<file path="config.mk">
export PLATFORM = sky130hd
export DESIGN_NAME = hdr_credit_tracker
export DESIGN_NICKNAME = d
export VERILOG_FILES = /design/src/rtl/hdr_credit_tracker.sv
export SDC_FILE = /design/constraint.sdc
export NUM_CORES = 1
export LEC_CHECK = 0
export ABC_AREA = 0
export BUFFER_PORTS_ARGS = -buffer_cell sky130_fd_sc_hd__clkbuf_2
export CAP_MARGIN = 20
export CORE_MARGIN = 10
export CORE_UTILIZATION = 38
export CTS_BUF_LIST = sky130_fd_sc_hd__clkbuf_8
export DETAILED_ROUTE_END_ITERATION = 8
export PLACE_DENSITY = 0.61
export SLEW_MARGIN = 20
export SYNTH_ARGS = -nofsm -noshare
export SYNTH_HDL_FRONTEND = slang
export SYNTH_SLANG_ARGS = --single-unit
</file>
<file path="constraint.sdc">
create_clock -name clk -period 4.9 [get_ports clk]
set_clock_uncertainty 0.1 [all_clocks]
set_input_delay 0.98 -clock clk [delete_from_list [all_inputs] [get_ports clk]]
set_output_delay 0.98 -clock clk [all_outputs]
set_load 0.005 [all_outputs]
</file>
<file path="src/rtl/hdr_credit_tracker.sv">
module hdr_credit_tracker #(
  parameter int NORM_CREDITS = 4,
  parameter int WIDE_CREDITS = 7,
  parameter int SEQ_W        = 4,
  parameter bit SERIES       = 1'b0
) (
  input  logic             clk,
  input  logic             rst_n,
  input  logic             link_reset,
  input  logic             wide_mode,
  input  logic             send_req,
  input  logic             cmd_valid,
  input  logic [3:0]       cmd_word,
  output logic             grant,
  output logic [SEQ_W-1:0] seq_num,
  output logic             credit_err
);
  localparam int CW = $clog2(WIDE_CREDITS + 1);

  logic          mode_q;
  logic [CW-1:0] cnt;
  logic [2:0]    rx_ptr;

  wire [CW-1:0] cap      = mode_q ? CW'(WIDE_CREDITS) : CW'(NORM_CREDITS);
  wire [2:0]    idx      = mode_q ? cmd_word[2:0] : {1'b0, cmd_word[1:0]};
  wire          relevant = cmd_valid && !(mode_q && (cmd_word[3] != SERIES));
  wire          reserved = mode_q && (idx == 3'd7);
  wire          good_ret = relevant && !reserved && (idx == rx_ptr) && (cnt != cap);
  wire          bad_ret  = relevant && !good_ret;
  wire          take     = send_req && grant;
  wire [2:0]    ptr_nxt  = (rx_ptr == 3'(cap - CW'(1))) ? 3'd0 : rx_ptr + 3'd1;

  assign grant = (cnt != '0);

  always_ff @(posedge clk or negedge rst_n) begin
    if (!rst_n) begin
      mode_q     <= 1'b0;
      cnt        <= CW'(NORM_CREDITS);
      rx_ptr     <= '0;
      seq_num    <= '0;
      credit_err <= 1'b0;
    end else if (link_reset) begin
      mode_q     <= wide_mode;
      cnt        <= wide_mode ? CW'(WIDE_CREDITS) : CW'(NORM_CREDITS);
      rx_ptr     <= '0;
      seq_num    <= '0;
      credit_err <= 1'b0;
    end else begin
      cnt        <= cnt + CW'(good_ret) - CW'(take);
      rx_ptr     <= good_ret ? ptr_nxt : rx_ptr;
      seq_num    <= seq_num + SEQ_W'(take);
      credit_err <= bad_ret;
    end
  end
endmodule

</file>
==> results.sh, run 1 <==
export IMPL_globalplace_congestion=0.7651
export IMPL_min_path_cells=2
export IMPL_worst_hold_slack_ns=0.4537
export IMPL_grt_pass1_wl_um=2622
export IMPL_num_rows=15
export IMPL_first_pass_iters=3
export IMPL_hp_class="reg2reg"
export IMPL_cp_required_ns=4.96
export IMPL_synth_async_reset_ratio_pct=100.0
export IMPL_fin_area_um2=847.1
export IMPL_ff2ff_setup_slack_ns=2.41
export IMPL_hold_buffers=0
export IMPL_cp_cell_sequence="clkbuf_2 > xnor2_1 > and3_1 > o2111ai_4 > ha_1 > inv_1 > ha_1 > fa_1 > xnor2_1 > xnor2_1 > nand2b_1"
export IMPL_worstHoldStart="seq_num[3]"
export IMPL_route_detailed_drc=0
export IMPL_place_inst=107
export IMPL_overflow=0
export IMPL_cts_buffers=3
export IMPL_core_mm2=0.001745
export IMPL_synth_most_common_cell="dfrtp_1"
export IMPL_period_needed_ns=2.871
export IMPL_ys_flop_type="dfrtp_1"
export IMPL_cp_end_kind="flop"
export IMPL_rsz0062_at_grt="false"
export IMPL_yosysWarnings=0
export IMPL_top_layer="met4"
export IMPL_yosys_area_top_type="dfrtp_1"
export IMPL_detail_route_antenna_nets=0
export IMPL_slowest_stage="fa_1"
export IMPL_antenna_cells=0
export IMPL_synth_common_cells="dfrtp_1 (11), nor2_1 (8), inv_1 (6)"
export IMPL_clkSinkCount=12
export IMPL_status="finished clean"
export IMPL_relSlewSlack_pct=73.36
export IMPL_synth_seq_cells=12
export IMPL_synth_top_area_share_pct=39.36
export IMPL_fp_dieH_um=62.90
export IMPL_finish_utilization_pct=48.53
export IMPL_hold_end="seq_num[3]"
export IMPL_place_area_um2=802.0
export IMPL_max_freq_ghz=0.3483
export IMPL_grt_max_degree=14
export IMPL_place_ws_ns=1.804
export IMPL_root_buffer="clkbuf_8"
export IMPL_insertion_delay_ns=0.24
export IMPL_cts_tree="built"
export IMPL_finalNonFillerCells=111
export IMPL_grt_antenna_before_repair=0
export IMPL_wl_um=1492
export IMPL_avgSynthCellArea_um2=10.29
export IMPL_netlist_area_um2=699.4
export IMPL_finalCritPeriodShare_pct=58.59
export IMPL_dr_wl_met2_um=655
export IMPL_critical_path_class="in2reg"
export IMPL_yosys_cell_types_count=28
export IMPL_wl_per_cell_um=13.44
export IMPL_grt_pass1_vias=588
export IMPL_postCtsSetupBuffers=0
export IMPL_reg2reg_depth=9
export IMPL_syn_nets=84
export IMPL_power_mw=0.2912
export IMPL_critPathLaunchType="primary input"
export IMPL_cp_common_cell="xnor2_1"
export IMPL_slew_violations=0
export IMPL_htree_levels=1
export IMPL_r2r_end="cnt[2]"
export IMPL_ir_drop_mv=0.1966
export IMPL_critPathBufInv=2
export IMPL_fp_dieW_um=62.90
export IMPL_clk_pin_slew_ns=0.05
export IMPL_io_buffers=15
export IMPL_layout_nets=103
export IMPL_wl_met1_um=773
export IMPL_critPathMaxStageDelay_ns=0.38
export IMPL_synthCells=68
export IMPL_hpwl_um=1154
export IMPL_nFillCells=178
export IMPL_cts_resized=0
export IMPL_cp_arrival_ns=2.93
export IMPL_ios=16
export IMPL_finalSetupTns_ns=0
export IMPL_grt_util_all_layers_pct=8.149
export IMPL_timing_rr_start="cnt[1]"
export IMPL_met3_length_um=51
export IMPL_finalHoldViolCount=0
export IMPL_cts_max_path_buffers=2
export IMPL_areaGrowthSynthToFinish_pct=21.11
export IMPL_initial_utilization_pct=40.07
export IMPL_worstPathMaxFanout=7
export IMPL_fin_ws_ns=2.029
export IMPL_drt_iter0_markers=12
export IMPL_yosysSeqAreaShare_pct=43.11
export IMPL_vias=537
export IMPL_cap_violations=0
export IMPL_drive_gt1_share_pct=27.91
export IMPL_synth_edff_count=0
export IMPL_synth_area_leaders="dfrtp_1 (39%), ha_1 (8.9%), xnor2_1 (6.3%)"
export IMPL_die_area_mm2=0.003956
export IMPL_via_per_inst=4.838
export IMPL_setup_viol=0
export IMPL_worst_pin_slew_ns=0.3960
export IMPL_path_delay_family="adder cells"
export IMPL_p_leak_nw=0.4138
export IMPL_p_per_area_mw_per_mm2=343.8
placed cells by master (no fill, tap or decap), drive strengths merged:
master   netlist  layout
o2111ai        1       1
xor2           1       1
xnor2          5       5
a31oi          1       1
or3            1       1
or4b           1       1
and2           1       1
fa             1       1
nand3          2       2
mux2i          1       1
inv            6       7
and4b          1       1
o21a           1       1
dfrtp         11      11
and3           2       2
nand4          1       1
a21oi          2       2
nand2          3       3
o21ai          4       4
nand2b         1       1
nor2           8       8
or3b           2       2
nor2b          2       2
ha             5       5
a21boi         1       1
nand3b         1       1
clkbuf         1      18
dfstp          1       1
where the power goes:
| group | switching [mW] | total [mW] | leakage [nW] | internal [mW] |
|---|---|---|---|---|
| Sequential | 0.0146 | 0.129 | 0.156 | 0.114 |
| Combinational | 0.0363 | 0.0728 | 0.231 | 0.0364 |
| Clock | 0.0346 | 0.0897 | 0.0269 | 0.0551 |
| Total | 0.0855 | 0.291 | 0.414 | 0.206 |
worst max path at each step:
stage	from	endpoint	cells after the start
4_1_cts	cmd_word[0]	cnt[2]	11
5_1_grt	cmd_word[1]	cnt[2]	11
3_3_place_gp	cmd_word[1]	cnt[2]	11
6_report	cmd_word[0]	cnt[2]	11
2_1_floorplan	cmd_word[0]	cnt[2]	10
3_5_place_dp	cmd_word[0]	cnt[2]	11
logic make-up (layout without fill, tap and decap cells):
group                      after synthesis  after routing  synth area share (%)
buffers and inverters                    7             25                 3.756
DFF                                     12             12                 43.11
adders and majority gates                6              6                 11.81
and+or+nand+nor                         26             26                 21.11
xor gates and xnor gates                 6              6                 7.513
AOI/OAI and AO/OA                       10             10                 11.27
muxes                                    1              1                 1.431
tightest hold or removal path, cell delays in order, from the launching register on:
cell     delay, ns
dfrtp_1       0.36
xor2_1        0.08
nor2_1        0.07
routing by layer:
layer | vias up | global-route usage [%]
met1 | 250 | 9.137
met2 | 14 | 13.32
met5 | - | 0
met3 | 2 | 2.688
met4 | 0 | 4.190
li1 | 271 | -
state kept, by name, indices dropped and copies added (netlist names):
name,cells
seq_num,4
credit_err,1
mode_q,1
rx_ptr,3
cnt,3
cell type report:
type	count	area (um^2)	area share, %
clock buffer	3	41.29	4.874
sequential	12	301.5	35.60
tap	25	31.28	3.693
timing repair buffer	15	75.07	8.863
inverter	6	22.52	2.659
multi-input combinational	49	371.6	43.87
clock inverter	1	3.754	0.4431
No activity file was read; power rests on OpenSTA's default activity.
==> run 2: changes to the inputs <==
- ABC_AREA: 0 -> 1
- PLACE_DENSITY: 0.61 -> 0.6
- clock period: 4.9 -> 2.65 ns (I/O delays scaled with it)
==> run 2 against run 1 <==
  * Global-route usage is 0.59 points lower
  * Cell count is 29% higher
  * First-iteration DRC count is 67% higher
  * Wire length is 4.4% higher
  * Sequential power is 77% higher
  * Critical path depth is 1 lower
  * Core utilization is 0.64 points lower
  * Synthesized cell count is 46% higher
  * Via count is 18% higher
  * Power is 96% higher
  * Sequential share of layout area is 3.5 points lower
  * Hold slack worse by 0.39 ns
==> results.sh, run 2 <==
export IMPL_status="finished clean"
export IMPL_finish_utilization_pct=47.90
export IMPL_regMostFlops="seq_num"
export IMPL_reg_largest_list="seq_num x4, cnt x3, rx_ptr x3"
export IMPL_cts_max_path_buffers=2
export IMPL_globalplace_congestion=0.8587
export IMPL_cp_end_kind="flop"
export IMPL_synth_async_reset_ratio_pct=100.0
export IMPL_route_detailed_drc=0
export IMPL_detail_route_antenna_nets=0
export IMPL_ir_drop_mv=0.4225
export IMPL_critPathLaunchType="flop"
export IMPL_clkSinkCount=12
export IMPL_finalSetupTns_ns=0
export IMPL_io_buffers=15
export IMPL_root_buffer="clkbuf_8"
export IMPL_synth_common_cells="nand2_1 (28), inv_1 (13), dfrtp_1 (11), nor2_1 (11), nand3_1 (7)"
export IMPL_p_per_area_mw_per_mm2=607.3
export IMPL_yosys_area_top_type="dfrtp_1"
export IMPL_via_per_inst=4.441
export IMPL_relSlewSlack_pct=73.47
export IMPL_layout_cells_most_common_list="nand2_1 (28), clkbuf_2 (15), inv_1 (13), nor2_1 (11), dfrtp_1 (11)"
export IMPL_cts_buffers=3
export IMPL_fp_dieH_um=65.66
export IMPL_yosys_cell_types_count=24
export IMPL_overflow=0
export IMPL_wl_per_cell_um=10.89
export IMPL_initial_utilization_pct=40.37
export IMPL_synth_area_leaders="dfrtp_1 (35%), nand2_1 (13%), ha_1 (7.9%)"
export IMPL_cts_tree="built"
export IMPL_core_mm2=0.001962
export IMPL_grt_util_all_layers_pct=7.557
export IMPL_slew_violations=0
export IMPL_rsz0062_at_grt="false"
export IMPL_hp_class="in2async"
export IMPL_finalNonFillerCells=143
export IMPL_yosysSeqAreaShare_pct=38.07
export IMPL_cap_violations=0
export IMPL_timing_rr_start="mode_q"
export IMPL_max_freq_ghz=0.4246
export IMPL_cts_resized=0
export IMPL_insertion_delay_ns=0.24
export IMPL_layout_nets=133
export IMPL_grt_max_degree=13
export IMPL_worstPathMaxFanout=8
export IMPL_clk_pin_slew_ns=0.05
export IMPL_postCtsSetupBuffers=0
export IMPL_p_leak_nw=0.5433
export IMPL_synth_seq_cells=12
export IMPL_hpwl_um=1277
export IMPL_place_inst=139
export IMPL_netlist_area_um2=792.0
export IMPL_nFillCells=222
export IMPL_worst_pin_slew_ns=0.3979
export IMPL_synthCells=99
export IMPL_period_needed_ns=2.355
export IMPL_cp_arrival_ns=2.43
export IMPL_largest_register_ffs=4
export IMPL_ys_flop_type="dfrtp_1"
export IMPL_critical_path_class="reg2reg"
export IMPL_die_area_mm2=0.004311
export IMPL_drt_iter0_markers=20
export IMPL_final_common_cell="nand2_1"
export IMPL_yosysWarnings=0
export IMPL_vias=635
export IMPL_multi_input_area_um2=417.9
export IMPL_synth_top_area_share_pct=34.76
export IMPL_finalHoldViolCount=0
export IMPL_first_pass_iters=3
export IMPL_grt_antenna_before_repair=0
export IMPL_syn_nets=115
export IMPL_avgSynthCellArea_um2=8.000
export IMPL_fp_dieW_um=65.66
export IMPL_synth_most_common_cell="nand2_1"
export IMPL_grt_pass1_vias=612
export IMPL_grt_pass1_wl_um=2622
export IMPL_wl_um=1557
export IMPL_finalCritPeriodShare_pct=88.88
export IMPL_setup_viol=0
export IMPL_antenna_cells=0
export IMPL_cp_required_ns=2.73
export IMPL_crit_start="mode_q"
export IMPL_ios=16
export IMPL_regArea_um2=301.5
export IMPL_num_rows=16
export IMPL_htree_levels=1
export IMPL_synth_edff_count=0
export IMPL_drive_gt1_share_pct=25.00
export IMPL_areaGrowthSynthToFinish_pct=18.64
export IMPL_hold_buffers=0
run 2: cell count changes in the layout (fill, tap and decap cells not counted), sizes merged, moves of 3 or more:
cell | before | now
nand2 | 3 | 31
inv | 7 | 15
nand3 | 2 | 7
nor2 | 8 | 13
xnor2 | 5 | 2
run 2: routing by layer:
metal | GRT usage (%) | wire, um | vias to the layer above
met2 | 12.20 | 758 | 11
met4 | 1.604 | 0 | 0
met1 | 8.480 | 694 | 281
met5 | 0 | 0 | -
li1 | - | - | 343
met3 | 4.237 | 104 | 0
run 2: kinds of logic after synthesis:
family	count (synthesis)	synth area share, %
buffers and inverters	17	9.163
and+or+nand+nor	53	31.12
xor gates and xnor gates	3	4.266
AOI/OAI and AO/OA	8	6.952
DFF	12	38.07
adders and majority gates	6	10.43
run 2: final timing paths:
kind	to	slack [ns]	cells past startpoint
worst max-delay path	cnt[2]	0.29	10
worst min-delay path	seq_num[1]	0.06	1
worst max register to register	cnt[2]	0.29	10
worst min register to register	seq_num[2]	0.40	1
max in group asynchronous	cnt[2]	2.11	1
min in group clk	seq_num[2]	0.40	1
run 2: metrics by stage:
step           total power, mW  setup WS, ns  cell area [um^2]  hold slack [ns]
2_1_floorplan           0.3378        0.4591             792.0           0.1344
3_3_place_gp            0.3774        0.2889             884.6           0.3267
3_5_place_dp            0.3798        0.2696             884.6           0.3272
4_1_cts                 0.5814        0.2846             939.7          0.06815
5_1_grt                 0.6145        0.1182             939.7          0.08110
6_report                0.5706        0.2947             939.7          0.06234
run 2: layout make-up:
type,count,share of cell area [%]
repair buffers,15,7.989
inverters,15,5.992
clock buffers,4,5.859
multi-input cells,70,44.47
well taps,27,3.595
flip-flops and latches,12,32.09
run 2: worst max-delay path, stage by stage (launching register included):
cell	delay (ns)
dfrtp_1	0.58
nand2_4	0.10
xnor2_2	0.17
nor2_4	0.17
nand2_4	0.08
ha_1	0.27
inv_1	0.04
ha_1	0.18
fa_1	0.38
a21oi_1	0.12
nand3b_1	0.11
run 2: power by group:
| part | total, mW | switching, mW | internal (mW) |
|---|---|---|---|
| Combinational | 0.147 | 0.0867 | 0.0600 |
| Sequential | 0.228 | 0.0196 | 0.209 |
| Clock | 0.195 | 0.0645 | 0.131 |
| Total | 0.571 | 0.171 | 0.400 |
==> run 3: changes to the inputs <==
- ABC_AREA: 1 -> unset
- CAP_MARGIN: 20 -> 25
- CTS_BUF_LIST: sky130_fd_sc_hd__clkbuf_8 -> sky130_fd_sc_hd__clkbuf_4 sky130_fd_sc_hd__clkbuf_8
- PLACE_DENSITY: 0.6 -> 0.61
==> run 3 against run 2 <==
  * Combinational power is 10% lower
  * Register-to-register slack worse by 0.09 ns
  * Cell count is 22% lower
  * Sequential power is 4% higher
  * Critical path depth is 1 lower
  * Global-route usage is 0.78 points higher
  * Worst setup slack worse by 0.091 ns
  * Core utilization is 0.56 points higher
  * Sequential cell count stayed put
  * Power is 10% lower
  * Sequential share of layout area is 3.6 points higher
  * Largest power group unchanged
==> results.sh, run 3 (synthesized netlist as in run 1, its figures left out) <==
export IMPL_io_buffers=15
export IMPL_cts_max_path_buffers=2
export IMPL_insertion_delay_ns=0.27
export IMPL_cts_buffers=3
export IMPL_clk_pin_slew_ns=0.08
export IMPL_overflow=0
export IMPL_fp_dieH_um=62.90
export IMPL_grt_antenna_before_repair=0
export IMPL_worstPathMaxFanout=5
export IMPL_final_common_cell="clkbuf_2"
export IMPL_layout_nets=104
export IMPL_max_freq_ghz=0.4088
export IMPL_ir_drop_mv=0.3403
export IMPL_drive_gt1_share_pct=29.89
export IMPL_grt_pass1_wl_um=2594
export IMPL_num_rows=15
export IMPL_relSlewSlack_pct=73.76
export IMPL_cap_violations=0
export IMPL_cp_arrival_ns=2.55
export IMPL_finalHoldViolCount=0
export IMPL_hp_class="in2async"
export IMPL_vias=529
export IMPL_die_area_mm2=0.003956
export IMPL_initial_utilization_pct=40.07
export IMPL_finish_utilization_pct=48.46
export IMPL_crit_start="cnt[1]"
export IMPL_critical_path_class="reg2reg"
export IMPL_detail_route_antenna_nets=0
export IMPL_met3_length_um=88
export IMPL_worst_hold_slack_ns=0.02900
export IMPL_cp_end_kind="flop"
export IMPL_fp_dieW_um=62.90
export IMPL_top_layer="met4"
export IMPL_place_inst=108
export IMPL_place_area_um2=809.5
export IMPL_cts_resized=0
export IMPL_via_per_inst=4.723
export IMPL_largest_register_ffs=4
export IMPL_dr_wl_met2_um=591
export IMPL_status="finished clean"
export IMPL_finalCritPeriodShare_pct=92.31
export IMPL_globalplace_congestion=0.7187
export IMPL_fin_area_um2=845.8
export IMPL_htree_levels=1
export IMPL_cts_tree="built"
export IMPL_core_mm2=0.001745
export IMPL_clkSinkCount=12
export IMPL_wl_um=1398
export IMPL_regMostFlops="seq_num"
export IMPL_layout_cells_most_common_list="clkbuf_2 (15), dfrtp_1 (11), nor2_1 (8), inv_1 (6)"
export IMPL_finalNonFillerCells=112
export IMPL_setup_viol=0
export IMPL_slew_violations=0
export IMPL_critPathLaunchType="flop"
export IMPL_antenna_cells=0
export IMPL_root_buffer="clkbuf_4"
export IMPL_crit_end="cnt[2]"
export IMPL_ff2ff_setup_slack_ns=0.20
export IMPL_grt_pass1_vias=577
export IMPL_period_needed_ns=2.446
export IMPL_grt_max_degree=14
export IMPL_fin_ws_ns=0.2038
export IMPL_grt_util_all_layers_pct=8.333
export IMPL_timing_rr_start="cnt[1]"
export IMPL_route_detailed_drc=0
export IMPL_p_per_area_mw_per_mm2=607.0
export IMPL_power_mw=0.5134
export IMPL_wl_per_cell_um=12.48
export IMPL_place_ws_ns=0.05436
export IMPL_r2r_end="cnt[2]"
export IMPL_drt_iter0_markers=8
export IMPL_reg_largest_list="seq_num x4, cnt x3, rx_ptr x3"
export IMPL_hold_buffers=0
export IMPL_worst_pin_slew_ns=0.3901
export IMPL_reg2reg_depth=9
export IMPL_finalSetupTns_ns=0
export IMPL_cp_required_ns=2.76
export IMPL_p_leak_nw=0.4121
export IMPL_ios=16
export IMPL_postCtsSetupBuffers=0
export IMPL_hpwl_um=1107
export IMPL_rsz0062_at_grt="false"
export IMPL_areaGrowthSynthToFinish_pct=20.93
export IMPL_first_pass_iters=3
export IMPL_wl_met1_um=703
-- run 3: cell types whose count changed in the layout (fill, tap and decap cells not counted), moves of 3 or more --
cell | previous run | this run
xnor2_1 | 1 | 5
inv_1 | 13 | 6
clkbuf_4 | 0 | 3
clkbuf_8 | 4 | 1
nand3_1 | 7 | 2
nand2_1 | 28 | 3
nor2_1 | 11 | 8
-- run 3: worst min-delay path by stage --
| stage | start | to | depth (start not counted) |
|---|---|---|---|
| 3_5_place_dp | rst_n | cnt[1] | 1 |
| 4_1_cts | rst_n | credit_err | 1 |
| 3_3_place_gp | rst_n | cnt[1] | 1 |
| 6_report | rst_n | mode_q | 1 |
| 5_1_grt | rst_n | credit_err | 1 |
| 2_1_floorplan | rst_n | cnt[0] | 0 |
-- run 3: power by group --
part | total [mW] | switching [mW] | leakage [nW] | internal (mW)
combinational | 0.132 | 0.0633 | 0.235 | 0.0685
sequential | 0.236 | 0.0252 | 0.156 | 0.210
clock | 0.146 | 0.0624 | 0.0210 | 0.0835
total | 0.513 | 0.151 | 0.412 | 0.362
-- run 3: metal layers --
| layer | global-route usage, % | vias up |
|---|---|---|
| met1 | 9.451 | 242 |
| met2 | 11.80 | 14 |
| met5 | 0 | - |
| li1 | - | 271 |
| met3 | 4.659 | 2 |
| met4 | 5.028 | 0 |
-- run 3: area by class of cell --
type                       count  area [um^2]
multi-input combinational     49        371.6
timing repair buffer          16        82.58
sequential                    12        301.5
fill                         184        899.6
clock buffer                   4        36.28
inverter                       6        22.52
tap                           25        31.28
-- run 3: worst max-delay path, stage by stage (launching register included) --
cell and delay, ns:
dfrtp_1 0.43, or3_1 0.42, and2_1 0.20, ha_1 0.27, inv_1 0.04, ha_1 0.18, fa_1 0.38, xnor2_1 0.17
xnor2_1 0.13, nand2b_1 0.06
